**src/rtl/bstk_pkg.sv**
```systemverilog
package bstk_pkg;
    typedef enum logic [3:0] {
        CMD_NONE    = 4'd0,
        CMD_PUSH    = 4'd1,
        CMD_POP     = 4'd2,
        CMD_PUSH_ST = 4'd3,
        CMD_POP_ST  = 4'd4,
        CMD_CALL    = 4'd5,
        CMD_TRAP    = 4'd6,
        CMD_RETS    = 4'd7,
        CMD_RETI    = 4'd8,
        CMD_LDSP    = 4'd9
    } bstk_cmd_e;

    typedef enum logic [2:0] {
        S_IDLE, S_PUSH_HI, S_PUSH_LAST, S_POP_BYTE,
        S_POP_LO, S_POP_HI, S_POP_STAT, S_FINISH
    } bstk_state_e;

    typedef enum logic [1:0] {
        RD_BYTE, RD_PCLO, RD_PCHI, RD_STAT
    } bstk_rdst_e;
endpackage

```
**src/rtl/bstk_ptr.sv**
```systemverilog
module bstk_ptr #(
    parameter int SP_W     = 8,
    parameter int RESET_SP = 1
) (
    input  logic            clk,
    input  logic            rst_n,
    input  logic            inc,
    input  logic            dec,
    input  logic            ld,
    input  logic [SP_W-1:0] ld_val,
    output logic [SP_W-1:0] sp,
    output logic [SP_W-1:0] sp_up
);
    localparam logic [SP_W-1:0] ONE = SP_W'(1);

    assign sp_up = sp + ONE;

    always_ff @(posedge clk) begin
        if (!rst_n)
            sp <= SP_W'(RESET_SP);
        else if (ld)
            sp <= ld_val;
        else if (inc)
            sp <= sp_up;
        else if (dec && (sp != '0))
            sp <= sp - ONE;
    end
endmodule

```
**src/rtl/bstk_ctrl.sv**
```systemverilog
module bstk_ctrl
    import bstk_pkg::*;
(
    input  logic       clk,
    input  logic       rst_n,
    input  logic       cmd_valid,
    input  logic [3:0] cmd_code,
    output logic       accept,
    output logic       busy,
    output logic       done,
    output logic       sp_inc,
    output logic       sp_dec,
    output logic       sp_ld,
    output logic       rf_we,
    output logic       rf_re,
    output logic       wr_hi,
    output bstk_rdst_e rd_dst
);
    bstk_state_e state, state_nx;
    bstk_cmd_e   cmd;
    logic        chain_stat;

    assign cmd = bstk_cmd_e'(cmd_code);

    always_comb begin
        state_nx = state;
        unique case (state)
            S_IDLE: begin
                if (cmd_valid) begin
                    case (cmd)
                        CMD_PUSH, CMD_PUSH_ST: state_nx = S_PUSH_LAST;
                        CMD_CALL, CMD_TRAP:    state_nx = S_PUSH_HI;
                        CMD_POP:               state_nx = S_POP_BYTE;
                        CMD_POP_ST:            state_nx = S_POP_STAT;
                        CMD_RETS, CMD_RETI:    state_nx = S_POP_LO;
                        CMD_LDSP:              state_nx = S_FINISH;
                        default:               state_nx = S_IDLE;
                    endcase
                end
            end
            S_PUSH_HI:   state_nx = S_PUSH_LAST;
            S_PUSH_LAST: state_nx = S_FINISH;
            S_POP_BYTE:  state_nx = S_FINISH;
            S_POP_LO:    state_nx = S_POP_HI;
            S_POP_HI:    state_nx = chain_stat ? S_POP_STAT : S_FINISH;
            S_POP_STAT:  state_nx = S_FINISH;
            S_FINISH:    state_nx = S_IDLE;
        endcase
    end

    // state register
    always_ff @(posedge clk) begin
        if (!rst_n) begin
            state      <= S_IDLE;
            chain_stat <= 1'b0;
        end else begin
            state <= state_nx;
            if (accept)
                chain_stat <= (cmd == CMD_RETI);
        end
    end

    // outputs
    always_comb begin
        accept = 1'b0;
        sp_inc = 1'b0;
        sp_dec = 1'b0;
        sp_ld  = 1'b0;
        rf_we  = 1'b0;
        rf_re  = 1'b0;
        wr_hi  = 1'b0;
        done   = 1'b0;
        rd_dst = RD_BYTE;
        busy   = (state != S_IDLE);
        unique case (state)
            S_IDLE: begin
                accept = (state_nx != S_IDLE);
                sp_ld  = cmd_valid && (cmd == CMD_LDSP);
            end
            S_PUSH_HI: begin
                rf_we  = 1'b1;
                sp_inc = 1'b1;
                wr_hi  = 1'b1;
            end
            S_PUSH_LAST: begin
                rf_we  = 1'b1;
                sp_inc = 1'b1;
            end
            S_POP_BYTE: begin
                rf_re  = 1'b1;
                sp_dec = 1'b1;
            end
            S_POP_LO: begin
                rf_re  = 1'b1;
                sp_dec = 1'b1;
                rd_dst = RD_PCLO;
            end
            S_POP_HI: begin
                rf_re  = 1'b1;
                sp_dec = 1'b1;
                rd_dst = RD_PCHI;
            end
            S_POP_STAT: begin
                rf_re  = 1'b1;
                sp_dec = 1'b1;
                rd_dst = RD_STAT;
            end
            S_FINISH: done = 1'b1;
        endcase
    end
endmodule

```
**src/rtl/byte_stack_unit.sv**
```systemverilog
module byte_stack_unit
    import bstk_pkg::*;
#(
    parameter int SP_W     = 8,
    parameter int ADDR_W   = 7,
    parameter int DATA_W   = 8,
    parameter int RESET_SP = 1,
    localparam int PC_W    = 2 * DATA_W
) (
    input  logic              clk,
    input  logic              rst_n,
    input  logic              cmd_valid,
    input  logic [3:0]        cmd_code,
    input  logic [PC_W-1:0]   pc_in,
    input  logic [DATA_W-1:0] status_in,
    input  logic [DATA_W-1:0] data_in,
    input  logic [SP_W-1:0]   sp_load,
    input  logic [DATA_W-1:0] rf_rdata,
    output logic              busy,
    output logic              done,
    output logic [ADDR_W-1:0] rf_addr,
    output logic [DATA_W-1:0] rf_wdata,
    output logic              rf_we,
    output logic              rf_re,
    output logic [SP_W-1:0]   sp_value,
    output logic [DATA_W-1:0] pop_byte,
    output logic [PC_W-1:0]   ret_pc,
    output logic [DATA_W-1:0] ret_status
);
    logic              accept, sp_inc, sp_dec, sp_ld, wr_hi;
    bstk_rdst_e        rd_dst;
    logic [SP_W-1:0]   sp_up;
    logic [DATA_W-1:0] hold_byte, pc_hi_q;
    bstk_cmd_e         cmd;

    assign cmd = bstk_cmd_e'(cmd_code);

    bstk_ctrl u_ctrl (
        .clk       (clk),
        .rst_n     (rst_n),
        .cmd_valid (cmd_valid),
        .cmd_code  (cmd_code),
        .accept    (accept),
        .busy      (busy),
        .done      (done),
        .sp_inc    (sp_inc),
        .sp_dec    (sp_dec),
        .sp_ld     (sp_ld),
        .rf_we     (rf_we),
        .rf_re     (rf_re),
        .wr_hi     (wr_hi),
        .rd_dst    (rd_dst)
    );

    bstk_ptr #(.SP_W(SP_W), .RESET_SP(RESET_SP)) u_ptr (
        .clk    (clk),
        .rst_n  (rst_n),
        .inc    (sp_inc),
        .dec    (sp_dec),
        .ld     (sp_ld),
        .ld_val (sp_load),
        .sp     (sp_value),
        .sp_up  (sp_up)
    );

    // capture of frame operands at acceptance
    always_ff @(posedge clk) begin
        if (!rst_n) begin
            hold_byte <= '0;
            pc_hi_q   <= '0;
        end else if (accept) begin
            pc_hi_q <= pc_in[PC_W-1 -: DATA_W];
            case (cmd)
                CMD_PUSH_ST:        hold_byte <= status_in;
                CMD_CALL, CMD_TRAP: hold_byte <= pc_in[DATA_W-1:0];
                default:            hold_byte <= data_in;
            endcase
        end
    end

    assign rf_wdata = wr_hi ? pc_hi_q : hold_byte;
    assign rf_addr  = rf_we ? sp_up[ADDR_W-1:0] : sp_value[ADDR_W-1:0];

    // popped byte capture
    always_ff @(posedge clk) begin
        if (!rst_n) begin
            pop_byte   <= '0;
            ret_pc     <= '0;
            ret_status <= '0;
        end else if (rf_re) begin
            unique case (rd_dst)
                RD_BYTE: pop_byte                   <= rf_rdata;
                RD_PCLO: ret_pc[DATA_W-1:0]         <= rf_rdata;
                RD_PCHI: ret_pc[PC_W-1 -: DATA_W]   <= rf_rdata;
                RD_STAT: ret_status                 <= rf_rdata;
            endcase
        end
    end
endmodule

```
**config.mk**
```make
export PLATFORM = sky130hd
export DESIGN_NAME = byte_stack_unit
export DESIGN_NICKNAME = d
export VERILOG_FILES = /design/src/rtl/bstk_pkg.sv /design/src/rtl/bstk_ptr.sv /design/src/rtl/bstk_ctrl.sv /design/src/rtl/byte_stack_unit.sv
export SDC_FILE = /design/constraint.sdc
export NUM_CORES = 1
export LEC_CHECK = 0
export BUFFER_PORTS_ARGS = -buffer_cell sky130_fd_sc_hd__buf_2
export CORE_ASPECT_RATIO = 0.9
export CORE_MARGIN = 4
export CORE_UTILIZATION = 30
export CTS_CLUSTER_SIZE = 24
export DETAILED_ROUTE_END_ITERATION = 7
export GPL_ROUTABILITY_DRIVEN = 0
export PLACE_DENSITY_LB_ADDON = 0.05
export SLEW_MARGIN = 15
export SYNTH_ARGS = -nofsm -noshare
export SYNTH_HDL_FRONTEND = slang
export SYNTH_SLANG_ARGS = --single-unit
```
**constraint.sdc**
```tcl
create_clock -name clk -period 3.4 [get_ports clk]
set_clock_uncertainty 0.15 [all_clocks]
set_input_delay 0 -clock clk [delete_from_list [all_inputs] [get_ports clk]]
set_output_delay 0 -clock clk [all_outputs]
set_load 0.01 [all_outputs]
```
==> flow_metrics.tcl <==
set metrics [dict create \
    synth_compound_area_frac 0.147 \
    maxClockFrequency_ghz 0.367 \
    min_path_type "input pin to flop" \
    syn_nets 415 \
    powerDensity_nw_per_um2 548 \
    ys_warn_count 0 \
    postCtsSetupBuffers 0 \
    grt_max_degree 37 \
    ys_async_sr_fraction 0 \
    num_rows 35 \
    min_period_over_period 0.800 \
    dp.final_hpwl_um 6500 \
    hold_depth 2 \
    vdd_drop_max_mv 0.219 \
    cts_buffer_depth 2 \
    cts_buffers 9 \
    fin_crit_ps 2720 \
    antenna_cells 0 \
    cts_sinks 60 \
    finalSetupViolCount 0 \
    ys_ff_latch 60 \
    synth-simple-area-share 0.240 \
    synth_adder_area_share 0.0388 \
    yosys.area.top_type_share 0.373 \
    hold_violations 0 \
    drt_iter0_drc 118 \
    final_cell_mix "buf_2 (113), dfxtp_1 (60), dlygate4sd3_1 (42)" \
    criticalPathCategory "input pin to flop" \
    rsz0062_at_grt "false" \
    clk-insertion-delay-late_ps 320 \
    tns_ps 0 \
    maxCapViolations 0 \
    routed_wl_um 9180 \
    drt_first_pass_iters 4 \
    synth_edf_count 0 \
    final_util 0.447 \
    cp.required_ps 3460 \
    wl_per_cell_um 14.6 \
    p_leak_nw 2.19 \
    crit_path_end_kind "flop" \
    tightest_slew_ps 678 \
    cts_tree "done" \
    final_common_cell "buf_2" \
    critPathLaunchType "input pin" \
    vias 2966 \
    ys_top_cells_by_area "dfxtp_1 (37%), mux2i_1 (10%), nor2b_1 (7.2%)" \
    p_total_mw 2.54 \
    ys_seq_area_frac 0.373 \
    grt_pass1_vias 2915 \
    pin_count 114 \
    cts-root-buf "clkbuf_16" \
    die_y_um 106 \
    clk_pin_slew_ps 50 \
    ant_nets 0 \
    synthMuxAreaShare 0.130 \
    drc 0 \
    yosysUniqueCellTypes 58 \
    max_slew_margin 0.547 \
    drive_above_1_share 0.301 \
    viasPerCell 4.72 \
    grt-ovfl-total 0 \
    die_x_um 117 \
    yosys.area.top_type "dfxtp_1" \
    grt_antenna_before_repair 0 \
    netlist_area_um2 3220 \
    portBuffers 113 \
    critPathMaxFanout 25 \
    grt_pass1_wl_um 14800 \
    initial_core_util 0.311 \
    outcome "finished, final reports clean" \
    r2r.worst_path.cells 6 \
    cp.arrival_ps 2780 \
    synth-main-ff-cell "dfxtp_1" \
    synthXorXnorAreaFrac 0.0244 \
    syn_inst 350 \
    syn_to_final_growth_pct 43.7 \
    grt_util_all_layers 0.149 \
    ctsHtreeMaxLevel 3 \
    coreArea_um2 10400 \
    syn_area_per_cell_um2 9.21 \
    synth_top_family_by_area "simple AND/OR/NAND/NOR gates" \
    die_area_um2 12500 \
    final_nets 559 \
    slew_viol_final 0 \
]
[power by group]
group          internal, mW  total [mW]  switching (mW)
combinational         0.302       0.623           0.321
sequential            0.765       0.850          0.0847
clock                 0.720        1.07           0.345
total                  1.79        2.54           0.751
[critical path, cell delays in order]
cell and delay (ps):
dlygate4sd3_1 520, buf_2 140, inv_1 80, ha_1 170, or2_1 200, a21oi_1 300, o31ai_4 110, buf_4 260
a211o_1 260, dlygate4sd3_1 550, and3_1 180
[routing by layer]
| metal | vias up | routed length, um | track usage |
|---|---|---|---|
| li1 | 1515 | - | - |
| met2 | 64 | 4270 | 0.232 |
| met5 | - | 0 | 0 |
| met4 | 0 | 63 | 0.0344 |
| met1 | 1379 | 4270 | 0.197 |
| met3 | 8 | 568 | 0.0541 |
[logic make-up after synthesis]
kind of cell,count (synthesis)
DFF,60
muxes,41
buffers and inverters,35
adders and majority gates,10
and+or+nand+nor,132
AOI/OAI and AO/OA,63
xor gates and xnor gates,9
[Yosys cell counts, types with 2 or more instances]
cell type	n
dfxtp_1	60
nor2b_1	37
mux2i_1	33
nand2_1	27
and3_1	13
clkbuf_1	11
ha_1	10
inv_1	10
nand2b_1	10
a22o_1	9
buf_2	9
nand3_1	9
nor2_1	9
a211o_1	8
a21boi_0	8
a21oi_1	8
mux2_2	8
o21ai_0	8
xnor2_1	7
nand3b_1	4
and2_1	3
nand4b_1	3
o211ai_1	3
or3_1	3
a211oi_1	2
buf_4	2
nand4_1	2
o21a_1	2
o22ai_1	2
xor2_1	2
[repair_timing]
action / 4_1_cts / 5_1_grt
hold endpoints to repair: 58 / 0
gates resized for setup: 0 / 0
hold buffers: 42 / 0
[metrics by stage]
stage                     area (um2)  worst slack, ps  hold slack [ps]  instances
after floorplan                 3220             1530            -20.3        350
after global placement          3860             1150             84.0        570
after detailed placement        3860             1110             93.2        570
after CTS                       4630              685             31.7        628
after global routing            4630              559             63.9        628
final                           4630              679             25.5        628
[worst paths after layout]
path | slack [ps] | startpoint | endpoint
max | 680 | cmd_code[1] | hold_byte[7]
min | 30 | rst_n | u_ptr.sp[0]
max reg2reg | 700 | u_ctrl.state[1] | hold_byte[7]
min reg2reg | 310 | pop_byte[0] | pop_byte[0]
[sequential cells by signal, summed over array words and instances (netlist names)]
| register | cells |
|---|---|
| pop_byte | 8 |
| pc_hi_q | 8 |
| hold_byte | 8 |
| u_ctrl.chain_stat | 1 |
| ret_status | 8 |
| u_ctrl.state | 3 |
| u_ptr.sp | 8 |
| ret_pc | 16 |
[area by class of cell]
cell class	count	area, um2
repair buffers	157	1000
fillers	1065	5740
multi-input cells	255	1880
inverters	11	41.3
clock buffers	9	225
well taps	129	161
clock inverters	7	124
flip-flops and latches	60	1200
No activity file was read; power rests on OpenSTA's default activity.
